### src/rtl/rtc_trim_pkg.sv
package rtc_trim_pkg;

   typedef struct packed {
      logic       long_win;   // 1: correct every 60 s, 0: every 20 s
      logic       subtract;   // 1: lengthen the second, 0: shorten it
      logic [5:0] code;       // magnitude code, 0 = off
   } trim_word_t;

   localparam int unsigned CODE_W  = 6;
   localparam int unsigned PULSE_W = 8;     // up to 126 pulses

   // Pulses removed or added for a given word (always even).
   function automatic logic [PULSE_W-1:0] trim_pulses(input trim_word_t w);
      logic [CODE_W:0] steps;
      if (w.code == '0)
         steps = '0;
      else if (w.subtract)
         steps = {1'b0, ~w.code} + 7'd1;
      else
         steps = {1'b0, w.code} - 7'd1;
      return {steps, 1'b0};
   endfunction

endpackage

### src/rtl/trim_word_reg.sv
module trim_word_reg
   import rtc_trim_pkg::*;
(
   input  logic       clk,
   input  logic       rst_n,
   input  logic       wr_i,
   input  logic [7:0] data_i,
   input  logic       boundary_i,
   output trim_word_t active_o,
   output logic       busy_o
);

   trim_word_t pending_q;
   trim_word_t active_q;
   logic       busy_q;

   always_ff @(posedge clk or negedge rst_n) begin
      if (!rst_n) begin
         pending_q <= '0;
         active_q  <= '0;
         busy_q    <= 1'b0;
      end else begin
         if (boundary_i && busy_q) begin
            active_q <= pending_q;
            busy_q   <= 1'b0;
         end
         if (wr_i) begin
            pending_q <= trim_word_t'(data_i);
            busy_q    <= 1'b1;
         end
      end
   end

   assign active_o = active_q;
   assign busy_o   = busy_q;

endmodule

### src/rtl/trim_limit_calc.sv
module trim_limit_calc
   import rtc_trim_pkg::*;
#(
   parameter int unsigned DIV         = 32768,
   parameter int unsigned CMP_W       = 22,
   parameter int unsigned CNT_W       = 24,
   parameter bit          BCD_SECONDS = 1'b1
)(
   input  trim_word_t       active_i,
   input  logic [7:0]       sec_i,
   input  logic             cmp_mode_i,
   input  logic [CMP_W-1:0] cmp_val_i,
   output logic [CNT_W-1:0] limit_o
);

   localparam logic [7:0] SEC_A = BCD_SECONDS ? 8'h20 : 8'd20;
   localparam logic [7:0] SEC_B = BCD_SECONDS ? 8'h40 : 8'd40;
   localparam logic [CNT_W-1:0] NOMINAL = CNT_W'(DIV);

   logic                corr_sec;
   logic                window_hit;
   logic [PULSE_W-1:0]  pulses;
   logic [CNT_W-1:0]    pulses_ext;
   logic [CNT_W-1:0]    trimmed;

   generate
      if (BCD_SECONDS) begin : g_bcd
         assign window_hit = (sec_i == 8'h00) ||
                             (!active_i.long_win && ((sec_i == SEC_A) || (sec_i == SEC_B)));
      end else begin : g_bin
         assign window_hit = (sec_i == 8'd0) ||
                             (!active_i.long_win && ((sec_i == SEC_A) || (sec_i == SEC_B)));
      end
   endgenerate

   assign corr_sec   = (active_i.code != '0) && window_hit;
   assign pulses     = trim_pulses(active_i);
   assign pulses_ext = CNT_W'(pulses);
   assign trimmed    = active_i.subtract ? (NOMINAL + pulses_ext) : (NOMINAL - pulses_ext);

   always_comb begin
      if (cmp_mode_i)
         limit_o = CNT_W'(cmp_val_i) + CNT_W'(1);
      else if (corr_sec)
         limit_o = trimmed;
      else
         limit_o = NOMINAL;
   end

endmodule

### src/rtl/presc_counter.sv
module presc_counter #(
   parameter int unsigned CNT_W     = 24,
   parameter bit          PULSE_REG = 1'b1
)(
   input  logic             clk,
   input  logic             rst_n,
   input  logic             tick_i,
   input  logic [CNT_W-1:0] limit_i,
   output logic             edge_o,
   output logic             pulse_o,
   output logic [CNT_W-1:0] cnt_o
);

   logic [CNT_W-1:0] cnt_q;
   logic             last;

   // >= keeps the count bounded if the limit drops below it
   assign last   = (cnt_q + CNT_W'(1)) >= limit_i;
   assign edge_o = tick_i && last;

   always_ff @(posedge clk or negedge rst_n) begin
      if (!rst_n)
         cnt_q <= '0;
      else if (tick_i)
         cnt_q <= last ? '0 : cnt_q + CNT_W'(1);
   end

   generate
      if (PULSE_REG) begin : g_reg
         logic pulse_q;
         always_ff @(posedge clk or negedge rst_n) begin
            if (!rst_n) pulse_q <= 1'b0;
            else        pulse_q <= edge_o;
         end
         assign pulse_o = pulse_q;
      end else begin : g_comb
         assign pulse_o = edge_o;
      end
   endgenerate

   assign cnt_o = cnt_q;

endmodule

### src/rtl/rtc_trim_unit.sv
module rtc_trim_unit
   import rtc_trim_pkg::*;
#(
   parameter int unsigned DIV         = 32768,
   parameter int unsigned CMP_W       = 22,
   parameter bit          BCD_SECONDS = 1'b1,
   parameter bit          PULSE_REG   = 1'b1
)(
   input  logic             clk,
   input  logic             rst_n,
   input  logic             tick_i,
   input  logic [7:0]       sec_bcd_i,
   input  logic             trim_wr_i,
   input  logic [7:0]       trim_data_i,
   input  logic             cmp_mode_i,
   input  logic [CMP_W-1:0] cmp_val_i,
   output logic             sec_pulse_o,
   output logic             trim_busy_o
);

   localparam int unsigned MAX_TRIM = 128;
   localparam int unsigned NOM_TOP  = DIV + MAX_TRIM;
   localparam int unsigned CMP_TOP  = (1 << CMP_W);
   localparam int unsigned CNT_W    = $clog2((NOM_TOP > CMP_TOP) ? NOM_TOP : CMP_TOP) + 1;

   generate
      if (DIV <= MAX_TRIM) begin : g_bad_div
         $error("DIV must exceed the largest trim of %0d pulses", MAX_TRIM);
      end
      if (CMP_W < 2 || CMP_W > 30) begin : g_bad_cmp
         $error("CMP_W out of range");
      end
   endgenerate

   trim_word_t       active;
   logic [CNT_W-1:0] limit;
   logic [CNT_W-1:0] cnt;
   logic             sec_edge;

   trim_word_reg u_reg (
      .clk       (clk),
      .rst_n     (rst_n),
      .wr_i      (trim_wr_i),
      .data_i    (trim_data_i),
      .boundary_i(sec_edge),
      .active_o  (active),
      .busy_o    (trim_busy_o)
   );

   trim_limit_calc #(
      .DIV        (DIV),
      .CMP_W      (CMP_W),
      .CNT_W      (CNT_W),
      .BCD_SECONDS(BCD_SECONDS)
   ) u_calc (
      .active_i  (active),
      .sec_i     (sec_bcd_i),
      .cmp_mode_i(cmp_mode_i),
      .cmp_val_i (cmp_val_i),
      .limit_o   (limit)
   );

   presc_counter #(
      .CNT_W    (CNT_W),
      .PULSE_REG(PULSE_REG)
   ) u_cnt (
      .clk    (clk),
      .rst_n  (rst_n),
      .tick_i (tick_i),
      .limit_i(limit),
      .edge_o (sec_edge),
      .pulse_o(sec_pulse_o),
      .cnt_o  (cnt)
   );

endmodule

### config.mk
export PLATFORM = sky130hd
export DESIGN_NAME = rtc_trim_unit
export DESIGN_NICKNAME = d
export VERILOG_FILES = /design/src/rtl/rtc_trim_pkg.sv /design/src/rtl/trim_word_reg.sv /design/src/rtl/trim_limit_calc.sv /design/src/rtl/presc_counter.sv /design/src/rtl/rtc_trim_unit.sv
export SDC_FILE = /design/constraint.sdc
export NUM_CORES = 1
export LEC_CHECK = 0
export ABC_AREA = 1
export ABC_CLOCK_PERIOD_IN_PS = 3300
export BUFFER_PORTS_ARGS = -buffer_cell sky130_fd_sc_hd__buf_2
export CAP_MARGIN = 20
export CORE_UTILIZATION = 45
export CTS_BUF_LIST = sky130_fd_sc_hd__clkbuf_4
export DETAILED_ROUTE_END_ITERATION = 8
export HOLD_SLACK_MARGIN = 0.02
export PLACE_DENSITY = 0.66
export SYNTH_ARGS = -nofsm -noshare
export SYNTH_HDL_FRONTEND = slang
export SYNTH_HIERARCHICAL = 1
export SYNTH_SLANG_ARGS = --single-unit
### constraint.sdc
create_clock -name clk -period 3.3 [get_ports clk]
set_input_delay 0.165 -clock clk [delete_from_list [all_inputs] [get_ports clk]]
set_output_delay 0.165 -clock clk [all_outputs]
set_load 0.05 [all_outputs]
Yosys cells after proc, flatten, opt, wreduce, memory -nomap -nowiden
Cells that the tools add are included.

operators by class
  reductions and logical operators = 11
  bitwise logic cells = 1
  magnitude comparators = 1
  shift operators = 0
  $mul = 0
  add/sub/neg operators = 6
  mux-type cells = 8
  equality and inequality tests = 2
  divide/modulo/power cells = 0

operator list
  operator                                            number
  2-to-1 mux 23 bit                                   4
  adder 22 x 1 -> 23 bit (second input constant)      1
  adder 23 x 1 -> 23 bit (second input constant)      1
  greater-or-equal comparator 23 bit                  1
  adder 16 x 8 -> 17 bit (first input constant)       1
  subtractor 16 x 8 -> 17 bit (first input constant)  1
  2-to-1 mux 7 bit                                    2
  == test 8 x 6 -> 1 bit (second input constant)      1
  == test 8 x 7 -> 1 bit (second input constant)      1
  zero test 8 bit                                     1
  adder 6 x 1 -> 7 bit (second input constant)        1
  subtractor 6 x 1 -> 7 bit (second input constant)   1
  zero test 6 bit                                     1
  NOT 6 bit                                           1
  nonzero test 6 bit                                  1
  logical AND 1 bit                                   4
  logical OR 1 bit                                    2
  2-to-1 mux 1 bit                                    2
  nonzero test 2 bit                                  1
  zero test 1 bit                                     1

word-level totals
  flip-flop bits (word level) = 41
  bits in writable memories = 0
  output and inout port bits = 2
  latch bits = 0
  memory bits (read-only) = 0
  memories = 0
  input bits = 43

Depth between registers and ports, before layout
Gate-level depths: netlist of the first run.

  depth after elaboration = 13
  depth in mapped cells = 30
  gate-level depth less buffers = 29

Hierarchy
The synthesis of the first run kept the hierarchy.

by module, submodules not included
  module           area an instance (um^2)  sequential area each (um^2)  instances  cells each
  presc_counter    2418.6                   600.6                        1          386
  trim_limit_calc  1121.1                   0.0                          1          224
  trim_word_reg    693.2                    425.4                        1          72

Worst setup path after synthesis of the first run
OpenSTA, ideal clock, no wires.

  kind = flip-flop to flip-flop
  from = register u_reg.active_q, in the netlist u_reg/active_o[0]
  to = register u_reg.active_q, in the netlist u_reg/active_o[3]
  clock period less this slack = 3.189 ns
  buffers on the path = 1
  arrival time = 3.072 ns
  required time = 3.183 ns
  path slack = 0.111 ns
  setup time = 0.117 ns
  stages on the path, launching flop included = 28
  cell sequence = dfrtp_1 -> inv_1 -> ha_1 -> xnor2_1 -> nand2_1 -> ha_1 -> nand3_1 -> nand3b_1 -> inv_1 -> ha_1 -> nor2_1 -> a22oi_1 -> inv_1 -> ha_1 -> nand2_1 -> inv_1 -> nand2_1 -> nor2_1 -> nand2_1 -> nor2_1 -> nor2_1 -> nand3_1 -> nand2_1 -> inv_1 -> buf_6 -> nand2_8 -> nand2_1 -> nand2_1

on the way
  cells in the longest elaborated chain, start to end = 11
  elaborated cells between the ends (all ways) = 16
  those cells by class = 4 x add/sub; 1 x order compare; 5 x mux; 1 x bitwise; 5 x reduce/logical

RTL lines
  what                                                                          RTL line               source
  start, declared                                                               trim_word_reg.sv:14    trim_word_t active_q;
  start signal, assigned                                                        trim_word_reg.sv:24    active_q <= pending_q;
  NOT 6 bit                                                                     rtc_trim_pkg.sv:18     steps = {1'b0, ~w.code} + 7'd1;
  adder 6 x 1 -> 7 bit                                                          rtc_trim_pkg.sv:18
  2-to-1 mux 7 bit                                                              rtc_trim_pkg.sv:17     else if (w.subtract)
  2-to-1 mux 7 bit                                                              rtc_trim_pkg.sv:15     if (w.code == '0)
  subtractor 16 x 8 -> 17 bit / adder 16 x 8 -> 17 bit (equally long branches)  trim_limit_calc.sv:39  assign trimmed = active_i.subtract ? (NOMINAL + pulses_ext) : (NOMINAL - pulses_ext);
  2-to-1 mux 23 bit                                                             trim_limit_calc.sv:39
  2-to-1 mux 23 bit (*)                                                         trim_limit_calc.sv:44  else if (corr_sec)
  2-to-1 mux 23 bit (*)                                                         trim_limit_calc.sv:42  if (cmp_mode_i)
  via limit[15]                                                                 rtc_trim_unit.sv:36    logic [CNT_W-1:0] limit;
  greater-or-equal comparator 23 bit (*)                                        presc_counter.sv:18    assign last = (cnt_q + CNT_W'(1)) >= limit_i;
  logical AND 1 bit (*)                                                         presc_counter.sv:19    assign edge_o = tick_i && last;
  via sec_edge                                                                  rtc_trim_unit.sv:38    logic sec_edge;
  logical AND 1 bit (*)                                                         trim_word_reg.sv:23    if (boundary_i && busy_q) begin

Mark *: on every way through the listed nets, which the timed path passes. The rest lies on a longest branch.
A chain may end at the register's enable or synchronous reset.

Worst setup path after layout of the first run
Ends and elaborated chain as after synthesis.

==> metrics, run 1 <==
main area contributors after synthesis=dfrtp_1 24%, nand2_1 20%, inv_1 8.9%, ha_1 8.6%, nor2_1 5.9%; row count=35; Setup crit end kind=register; CP required=3580 ps; Syn. warnings=6; core area=9200 um2; clock sinks=41; Crit Path Max Fanout=8; router iterations before antenna repair=5; Buf+Inv Stages, Crit Path=6; RePlAce Congestion=0.831; Overall Power=3.65 mW; # port buffers=44; Post-Layout Cell Count=868; CTS tree=yes; Placed Cells=843; die width=99.0 um; DP Wirelength=8280 um; max incr delay on CP=410 ps; Pleak=2.63 nW; Final min period=3260 ps; die area=9800 um2; Post-Syn Nets=754; Syn Std Cell Area=4230 um2; final critical-path share of the clock period=98.8%; worst-skew pair later-pin latency=370 ps; largest net degree at the start of global routing=44; max-cap violation count=0; R2R Path Start=u_reg/active_o[0]; worst relative slew slack=38.2%; Inserted Clock Buffers=5; flop2flop setup slack=40 ps; H-tree Lvls=2; RSZ-0062 raised after global routing=yes; worst min path class=in -> reg; Mapped Cells=682; Via-to-Cell Ratio=5.07; Slew @ Worst Pin=928 ps; Worst-path clk slew=150 ps; CP dominant cell by count=inv_2; routed len/inst=12.7 um; antenna violations before repair=0; worst vdd ir=0.000283 V; setup violators final=0; antenna fix cells=0; cell count of the worst reg-to-reg path=27; CP arrival=3540 ps; Unique masters post-synth=36; Cell Pwr Density=713 nW/um2; final wirelength=11000 um; all-layer global routing usage=22.6%; FF+latch count, synth=41; Max Clock Freq=307 MHz; status=complete, no violations; CP delay by family, top=simple AND/OR/NAND/NOR gates; Max Clock Skew=10.3 ps; # IOs=45; GRT overflow=0; root buf cell=clkbuf_4; Setup CP Type=reg -> reg; nets=828; die height=99.0 um; Synth top area share=24.2%; Hold Path Cell Cnt=3; Area growth syn-to-layout=20.9%; area leader, netlist=dfrtp_1; Longest Clk Path Bufs=2; worst reg2reg endpoint=u_reg/active_o[3]; Detail Route Antenna Nets=0; share of layout cells above drive strength 1=21.1%; final hold violations=0; Initial Util=46.0%; Worst path slowest cell=dfrtp_1; drt drc=0; vias in the first global route=4065; multi-input logic area=2930 um2; mean post-synth cell area=6.21 um2; fill cell count=912; hold endpoint=u_reg/pending_q[4]; setup tns final=0 ps; Slew Viols, Final=0; sequential element share of the synthesized area=24.2%; Worst setup SP type=register; DR vias=4403; initial DRC count=310; FF+latch area=1030 um2; first-pass GRT wire length=18200 um; Hold Startpoint=trim_wr_i
-- cell families after synthesis --
logic type	count (synthesis)	synth area share [%]
fa+ha+maj	29	8.57
compound gates	78	9.90
xor+xnor	19	3.93
flops	41	24.2
simple gates	396	41.6
buf+inv	118	11.5
mux	1	0.236
-- routing by layer --
metal	share of wire, %	global-route usage [%]	vias to the layer above	wire length (um)
met2	48	39.6	101	5350
met3	3.2	1.70	7	354
met5	0	0	-	0
met1	47	30.8	1999	5230
li1	-	-	2296	-
met4	0.92	4.13	0	101
-- synthesized netlist by cell type --
cell,number
o21ai_2,2
o21ai_0,26
inv_2,2
nor3_2,2
xnor2_1,7
buf_6,5
nor3b_1,1
nor3_1,7
dfrtp_1,41
ha_1,29
nor2_4,6
xor2_1,12
inv_4,1
and2_1,1
a21oi_2,1
nand2_8,1
a21o_1,3
nor2_2,6
nand3_1,47
or2_2,2
inv_1,100
nand4_1,11
nand2_4,1
a21oi_1,37
nor2_1,66
nand3_2,7
nand2_1,228
buf_2,4
nand2_2,8
clkbuf_1,6
nand3b_1,2
o21bai_1,2
o21ai_1,5
mux2i_1,1
a22oi_1,1
o21a_1,1
-- cell usage in the layout, fill, tap and decap left out, drive strengths merged --
cell type and instances:
mux2i 1, buf 72, dfrtp 41, a21o 3
o21ai 33, nand3 54, nand3b 2, dlygate4sd3 9
a22oi 1, or2 2, inv 105, nor2 78
nor3 9, clkinvlp 1, o21a 1, xor2 12
nand4 11, clkbuf 6, a21oi 38, o21bai 2
nor3b 1, nand2 238, ha 29, and2 1
xnor2 7
-- registers in the layout (all words and copies together) (netlist names) --
| name | cells |
|---|---|
| u_reg/active_o | 8 |
| u_cnt/pulse_o | 1 |
| u_reg/pending_q | 8 |
| u_cnt/cnt_o | 23 |
| u_reg/busy_o | 1 |
-- timing repair --
action	CTS	global route
hold buffers	9	0
gates resized for setup	4	52
cloned	0	1
setup endpoints to repair	8	33
hold endpoints to repair	49	0
pin swaps	2	29
buffers inserted	1	6
-- layout make-up --
cell class / count / area share, %
flip-flops and latches: 41 / 20.1
repair buffers: 82 / 11.1
clock inverters: 3 / 0.489
clock buffers: 5 / 0.734
multi-input cells: 523 / 57.3
well taps: 111 / 2.71
inverters: 103 / 7.61
-- report_power, final --
group / total, mW / leakage, nW / internal, mW / switching, mW
sequential: 0.901 / 0.506 / 0.681 / 0.220
clock: 0.282 / 0.0322 / 0.0885 / 0.194
combinational: 2.46 / 2.09 / 1.04 / 1.42
total: 3.65 / 2.63 / 1.81 / 1.83
-- worst min-delay path: stages --
cell     delay [ps]
buf_2           170
nand2_1          70
nand2_1          40
-- worst max path at each step --
stage / startpoint / slack, ps / end / cells after the start
detailed placement: u_reg/active_o[0] / -30 / u_reg/active_o[4] / 27
floorplan: u_reg/active_o[0] / 110 / u_reg/active_o[3] / 27
finish: u_reg/active_o[0] / 40 / u_reg/active_o[3] / 27
CTS: u_reg/active_o[0] / 1 / u_reg/active_o[4] / 27
global placement: u_reg/active_o[0] / 80 / u_reg/active_o[4] / 27
global route: u_reg/active_o[1] / -240 / u_reg/active_o[4] / 27
-- stage by stage --
| stage | utilization [%] | hold slack (ps) | worst slack [ps] | instance area (um2) |
|---|---|---|---|---|
| 2_1_floorplan | - | -131 | 111 | 4230 |
| 3_3_place_gp | 50.7 | 351 | 75.0 | 4660 |
| 3_5_place_dp | 50.7 | 361 | -30.4 | 4660 |
| 4_1_cts | 52.6 | 103 | 1.31 | 4830 |
| 5_1_grt | 55.6 | 106 | -241 | 5120 |
| 6_report | 55.6 | 105 | 40.8 | 5120 |
Power figures use the tool's default switching activity.
==> run 2, diff against run 1 <==
--- a/config.mk
+++ b/config.mk
@@ -13,7 +13,7 @@
 export CTS_BUF_LIST = sky130_fd_sc_hd__clkbuf_4
 export DETAILED_ROUTE_END_ITERATION = 8
 export HOLD_SLACK_MARGIN = 0.02
-export PLACE_DENSITY = 0.66
+export PLACE_DENSITY_LB_ADDON = 0.25
 export SYNTH_ARGS = -nofsm -noshare
 export SYNTH_HDL_FRONTEND = slang
 export SYNTH_HIERARCHICAL = 1
==> run 2 against run 1 <==
Effect of this change: the flow now finishes with violations (negative setup slack); via count increased by 0.43%; global-route usage up 0.92 points; first-iteration DRC count shrank 22%; sequential cell count unchanged; wire length increased by 5.4%; total power grew 6.2%; utilization increased by 0.88 points; fmax is 2.8% lower; sequential share of layout area shrank 0.31 points; count of clock-buffer cells in the layout is 1 higher; critical endpoint is now u_reg/active_o[1].
==> metrics, run 2 (synthesis gave the netlist of run 1 again) <==
status=finished, violations left; failing checks=negative setup slack; all-layer global routing usage=23.5% (+0.92 points); met2 wire len=5570 um (+4.1%); die height=99.0 um (unchanged); CP required=3560 ps (-20 ps); Setup CP Type=reg -> reg; Crit Path Max Fanout=8 (unchanged); DR vias=4422 (+0.43%); CTS tree=yes; CP delay by family, top=simple AND/OR/NAND/NOR gates; max reg flops=23 (unchanged); wl on met1=5390 um (+3.2%); GRT overflow=0 (unchanged); row count=35 (unchanged); Overall Power=3.87 mW (+6.2%); Worst setup SP type=register; Slew Viols, Final=0 (unchanged); Worst-path clk slew=130 ps (-20 ps); initial DRC count=243 (-22%); Final min period=3350 ps (+95.6 ps); root buf cell=clkbuf_4; Slew @ Worst Pin=912 ps (-15.8 ps); setup violators final=8 (+8); nets=831 (+0.36%); core area=9200 um2 (unchanged); Cell Pwr Density=745 nW/um2 (+4.5%); Max Clock Skew=11.4 ps (+1.07 ps); router iterations before antenna repair=5 (unchanged); # IOs=45 (unchanged); antenna violations before repair=0 (unchanged); max-cap violation count=0 (unchanged); post-route setup slack=-54.8 ps (-95.6 ps); final critical-path share of the clock period=102% (+2.9 points); pre-CTS setup slack=-120 ps (-90.0 ps); most common cell after layout, fill and taps aside=nand2_1; Longest Clk Path Bufs=2 (unchanged); die width=99.0 um (unchanged); most frequent cells in the layout=216 x nand2_1, 91 x inv_1, 63 x nor2_1; worst-skew pair later-pin latency=350 ps (-20 ps); final hold violations=0 (unchanged); Max Used Layer=met4; drt drc=0 (unchanged); worst relative slew slack=39.2% (+1.1 points); Max Clock Freq=298 MHz (-2.8%); clock sinks=41 (unchanged); vias in the first global route=4160 (+2.3%); worst vdd ir=0.000295 V (+4.5%); first-pass GRT wire length=18700 um (+2.9%); RSZ-0062 raised after global routing=yes; Detail Route Antenna Nets=0 (unchanged); Worst path slowest cell=dfrtp_1; # port buffers=44 (unchanged); largest net degree at the start of global routing=43 (-2.3%); Pleak=2.68 nW (+2.0%); worst min path class=in -> reg; die area=9800 um2 (unchanged); metal3 WL=439 um (+24%); final wirelength=11600 um (+5.4%); H-tree Lvls=2 (unchanged); Buf+Inv Stages, Crit Path=8 (+2); antenna fix cells=0 (unchanged); Setup crit end kind=register; share of layout cells above drive strength 1=21.7% (+0.57 points); DP Wirelength=8420 um (+1.7%); Inserted Clock Buffers=5 (unchanged); max incr delay on CP=420 ps (about the same); Via-to-Cell Ratio=5.08 (about the same); CP dominant cell by count=inv_2; Initial Util=46.0% (unchanged); CP arrival=3610 ps (+70 ps); Area growth syn-to-layout=22.8%; RePlAce Congestion=0.879 (+5.7%); Core Util, Final=56.5% (+0.88 points); routed len/inst=13.4 um (+5.1%)
[run 2: final timing paths]
check / startpoint / to / slack [ps] / cells after the start
setup / recovery: u_reg/active_o[0] / u_reg/active_o[1] / -50 / 29
hold / removal: trim_wr_i / u_reg/pending_q[4] / 120 / 3
setup reg to reg: u_reg/active_o[0] / u_reg/active_o[1] / -50 / 29
hold reg to reg: u_reg/pending_q[2] / u_reg/pending_q[2] / 490 / 2
max in group asynchronous: rst_n / u_reg/active_o[2] / 2200 / 2
min in group asynchronous: rst_n / u_cnt/cnt_o[17] / 470 / 2
[run 2: per-layer routing]
metal,global-route usage [%],up-vias
met5,0,-
met4,7.00,0
met3,2.41,16
met2,40.6,118
met1,31.1,1987
li1,-,2301
[run 2: stage by stage]
step                      setup TNS [ps]  instances  hold slack (ps)  instance area (um2)
after floorplan                        0        682             -131                 4230
after global placement                 0        844              340                 4670
after detailed placement            -904        844              347                 4670
after CTS                           -228        866              108                 4960
after global routing               -4110        871              109                 5200
final                               -344        871              122                 5200
[run 2: cell type report]
| class | count | area [um2] |
|---|---|---|
| Clock buffer | 6 | 45.0 |
| Fill cell | 879 | 4000 |
| Tap cell | 111 | 139 |
| Multi-Input combinational cell | 523 | 2910 |
| Clock inverter | 2 | 38.8 |
| Sequential cell | 41 | 1030 |
| Timing Repair Buffer | 85 | 646 |
| Inverter | 103 | 392 |
[run 2: what timing repair did]
action / 4_1_cts / 5_1_grt
pin swaps: 16 / 27
gates resized for setup: 15 / 44
hold buffers: 9 / 0
setup buffers: 4 / 3
hold endpoints to repair: 49 / 0
endpoints found under the setup margin: 26 / 33
cloned: 1 / 3
[run 2: power breakdown]
part / total, mW / switching, mW / internal, mW / leakage (nW)
sequential: 0.908 / 0.227 / 0.681 / 0.506
combinational: 2.62 / 1.48 / 1.14 / 2.13
clock: 0.341 / 0.171 / 0.170 / 0.0459
total: 3.87 / 1.88 / 1.99 / 2.68
[run 2: worst min-delay path, cell delays in order]
cell and delay, ps:
buf_2 160, nand2_1 70, nand2_1 40
==> run 3, diff against run 2 <==
--- a/config.mk
+++ b/config.mk
@@ -9,11 +9,12 @@
 export ABC_CLOCK_PERIOD_IN_PS = 3300
 export BUFFER_PORTS_ARGS = -buffer_cell sky130_fd_sc_hd__buf_2
 export CAP_MARGIN = 20
-export CORE_UTILIZATION = 45
+export CORE_UTILIZATION = 50
 export CTS_BUF_LIST = sky130_fd_sc_hd__clkbuf_4
 export DETAILED_ROUTE_END_ITERATION = 8
 export HOLD_SLACK_MARGIN = 0.02
 export PLACE_DENSITY_LB_ADDON = 0.25
+export SLEW_MARGIN = 20
 export SYNTH_ARGS = -nofsm -noshare
 export SYNTH_HDL_FRONTEND = slang
 export SYNTH_HIERARCHICAL = 1
==> run 3 against run 2 <==
Effect of this change: the flow still finishes with violations (negative setup slack); count of clock-buffer cells in the layout down 1; worst hold slack worse by 11 ps; setup slack got worse by 78 ps; global-route usage grew 1.4 points; combinational power shrank 9.2%; via count shrank 0.41%.
==> metrics, run 3 (synthesis gave the netlist of run 1 again) <==
status=finished, violations left; failing checks=negative setup slack; max incr delay on CP=410 ps (about the same); most frequent cells in the layout=214 x nand2_1, 95 x inv_1, 64 x nor2_1; Cell Pwr Density=701 nW/um2 (-5.9%); # IOs=45 (unchanged); RePlAce Congestion=0.881 (+0.20%); root buf cell=clkbuf_4; final wirelength=10900 um (-6.5%); max reg flops=23 (unchanged); Worst setup SP type=register; Pleak=2.64 nW (-1.6%); antenna fix cells=0 (unchanged); Initial Util=51.5% (+5.5 points); drt drc=0 (unchanged); routed len/inst=12.6 um (-5.6%); max-cap violation count=0 (unchanged); die width=94.0 um (-5.0%); RSZ-0062 raised after global routing=yes; Crit Path Max Fanout=8 (unchanged); post-route setup slack=-133 ps (-77.9 ps); DR vias=4404 (-0.41%); CTS tree=yes; die height=94.0 um (-5.0%); H-tree Lvls=2 (unchanged); all-layer global routing usage=25.0% (+1.4 points); nets=829 (-0.24%); Worst path slowest cell=dfrtp_1; Detail Route Antenna Nets=0 (unchanged); Buf+Inv Stages, Crit Path=8 (unchanged); Placed Cells=837 (-0.83%); GRT overflow=0 (unchanged); CP dominant cell by count=nand2_2; share of layout cells above drive strength 1=20.3% (-1.4 points); worst relative slew slack=40.0% (+0.76 points); vias in the first global route=3984 (-4.2%); clock sinks=41 (unchanged); Final min period=3430 ps (+77.9 ps); core area=8220 um2 (-11%); Post-Layout Cell Count=863 (-0.92%); DP Wirelength=8190 um (-2.8%); Longest Clk Path Bufs=2 (unchanged); final critical-path share of the clock period=104% (+2.4 points); CP delay by family, top=simple AND/OR/NAND/NOR gates; Max Clock Freq=291 MHz (-2.3%); Area growth syn-to-layout=19.5%; row count=33 (-5.7%); largest net degree at the start of global routing=42 (-2.3%); Slew @ Worst Pin=900 ps (-11.4 ps); worst-skew pair later-pin latency=350 ps (about the same); Setup crit end kind=register; most common cell after layout, fill and taps aside=nand2_1; # port buffers=44 (unchanged); router iterations before antenna repair=5 (unchanged); Via-to-Cell Ratio=5.10 (+0.52%); Core Util, Final=61.6% (+5.0 points); CP required=3560 ps (about the same); first-pass GRT wire length=17500 um (-6.3%); die area=8840 um2 (-9.8%); final hold violations=0 (unchanged); worst min path class=in -> reg; Setup CP Type=reg -> reg; CP arrival=3690 ps (+80 ps); antenna violations before repair=0 (unchanged); flop2flop setup slack=-130 ps (-80 ps); Worst-path clk slew=130 ps (about the same); Slew Viols, Final=0 (unchanged); Max Clock Skew=5.95 ps (-5.42 ps); Inserted Clock Buffers=5 (unchanged); initial DRC count=229 (-5.8%); setup violators final=11 (+3); worst vdd ir=0.000326 V (+10%)
## run 3: final timing paths
| path | endpoint | cells after the start | startpoint |
|---|---|---|---|
| min | u_reg/pending_q[5] | 3 | trim_wr_i |
| min in group asynchronous | u_cnt/cnt_o[18] | 2 | rst_n |
| max | u_reg/active_o[0] | 29 | u_reg/active_o[0] |
| min reg2reg | u_reg/pending_q[7] | 2 | u_reg/pending_q[7] |
| max reg2reg | u_reg/active_o[0] | 29 | u_reg/active_o[0] |
| max in group asynchronous | u_reg/active_o[2] | 2 | rst_n |
## run 3: final cells by class
class,instances,area [um2]
fill,748,3160
clock inverter,3,22.5
clock buffer,5,37.5
sequential,41,1030
inverter,103,392
tap,105,131
multi-input combinational,523,2860
timing repair buffer,83,588
## run 3: worst register-to-register path, delay by kind of cell (launching register included)
family,cells,cell delay [ps]
AOI/OAI and AO/OA,2,370
adders and majority gates,3,580
buffers and inverters,8,700
DFF,1,410
and+or+nand+nor,16,1250
## run 3: power breakdown
group / internal, mW / switching (mW) / total (mW)
sequential: 0.681 / 0.222 / 0.903
clock: 0.0845 / 0.175 / 0.259
combinational: 1.02 / 1.37 / 2.38
total: 1.78 / 1.76 / 3.54
## run 3: repair_timing
| action | in CTS | in global routing |
|---|---|---|
| hold buffers | 9 | 0 |
| pin swaps | 6 | 20 |
| gates cloned | 0 | 0 |
| setup buffers | 2 | 8 |
| endpoints found under the setup margin | 12 | 33 |
| hold endpoints to repair | 49 | 0 |
| resized for setup | 12 | 36 |
## run 3: metal layers
layer	global-route usage, %	wire length [um]	vias up
met5	0	0	-
met4	7.82	199	0
met3	2.67	428	20
met2	43.8	5200	133
met1	31.9	5050	1959
li1	-	-	2292
## run 3: stage by stage
step / instance area (um2) / power, mW / hold slack (ps) / TNS, ps / worst slack (ps)
final: 5060 / 3.54 / 111 / -1000 / -133
after global routing: 5060 / 3.90 / 91.7 / -7630 / -447
after CTS: 4870 / 3.24 / 93.1 / -104 / -19.3
after detailed placement: 4660 / 2.88 / 353 / -873 / -129
after global placement: 4660 / 2.81 / 336 / 0 / 76.3
after floorplan: 4230 / 2.29 / -131 / 0 / 111
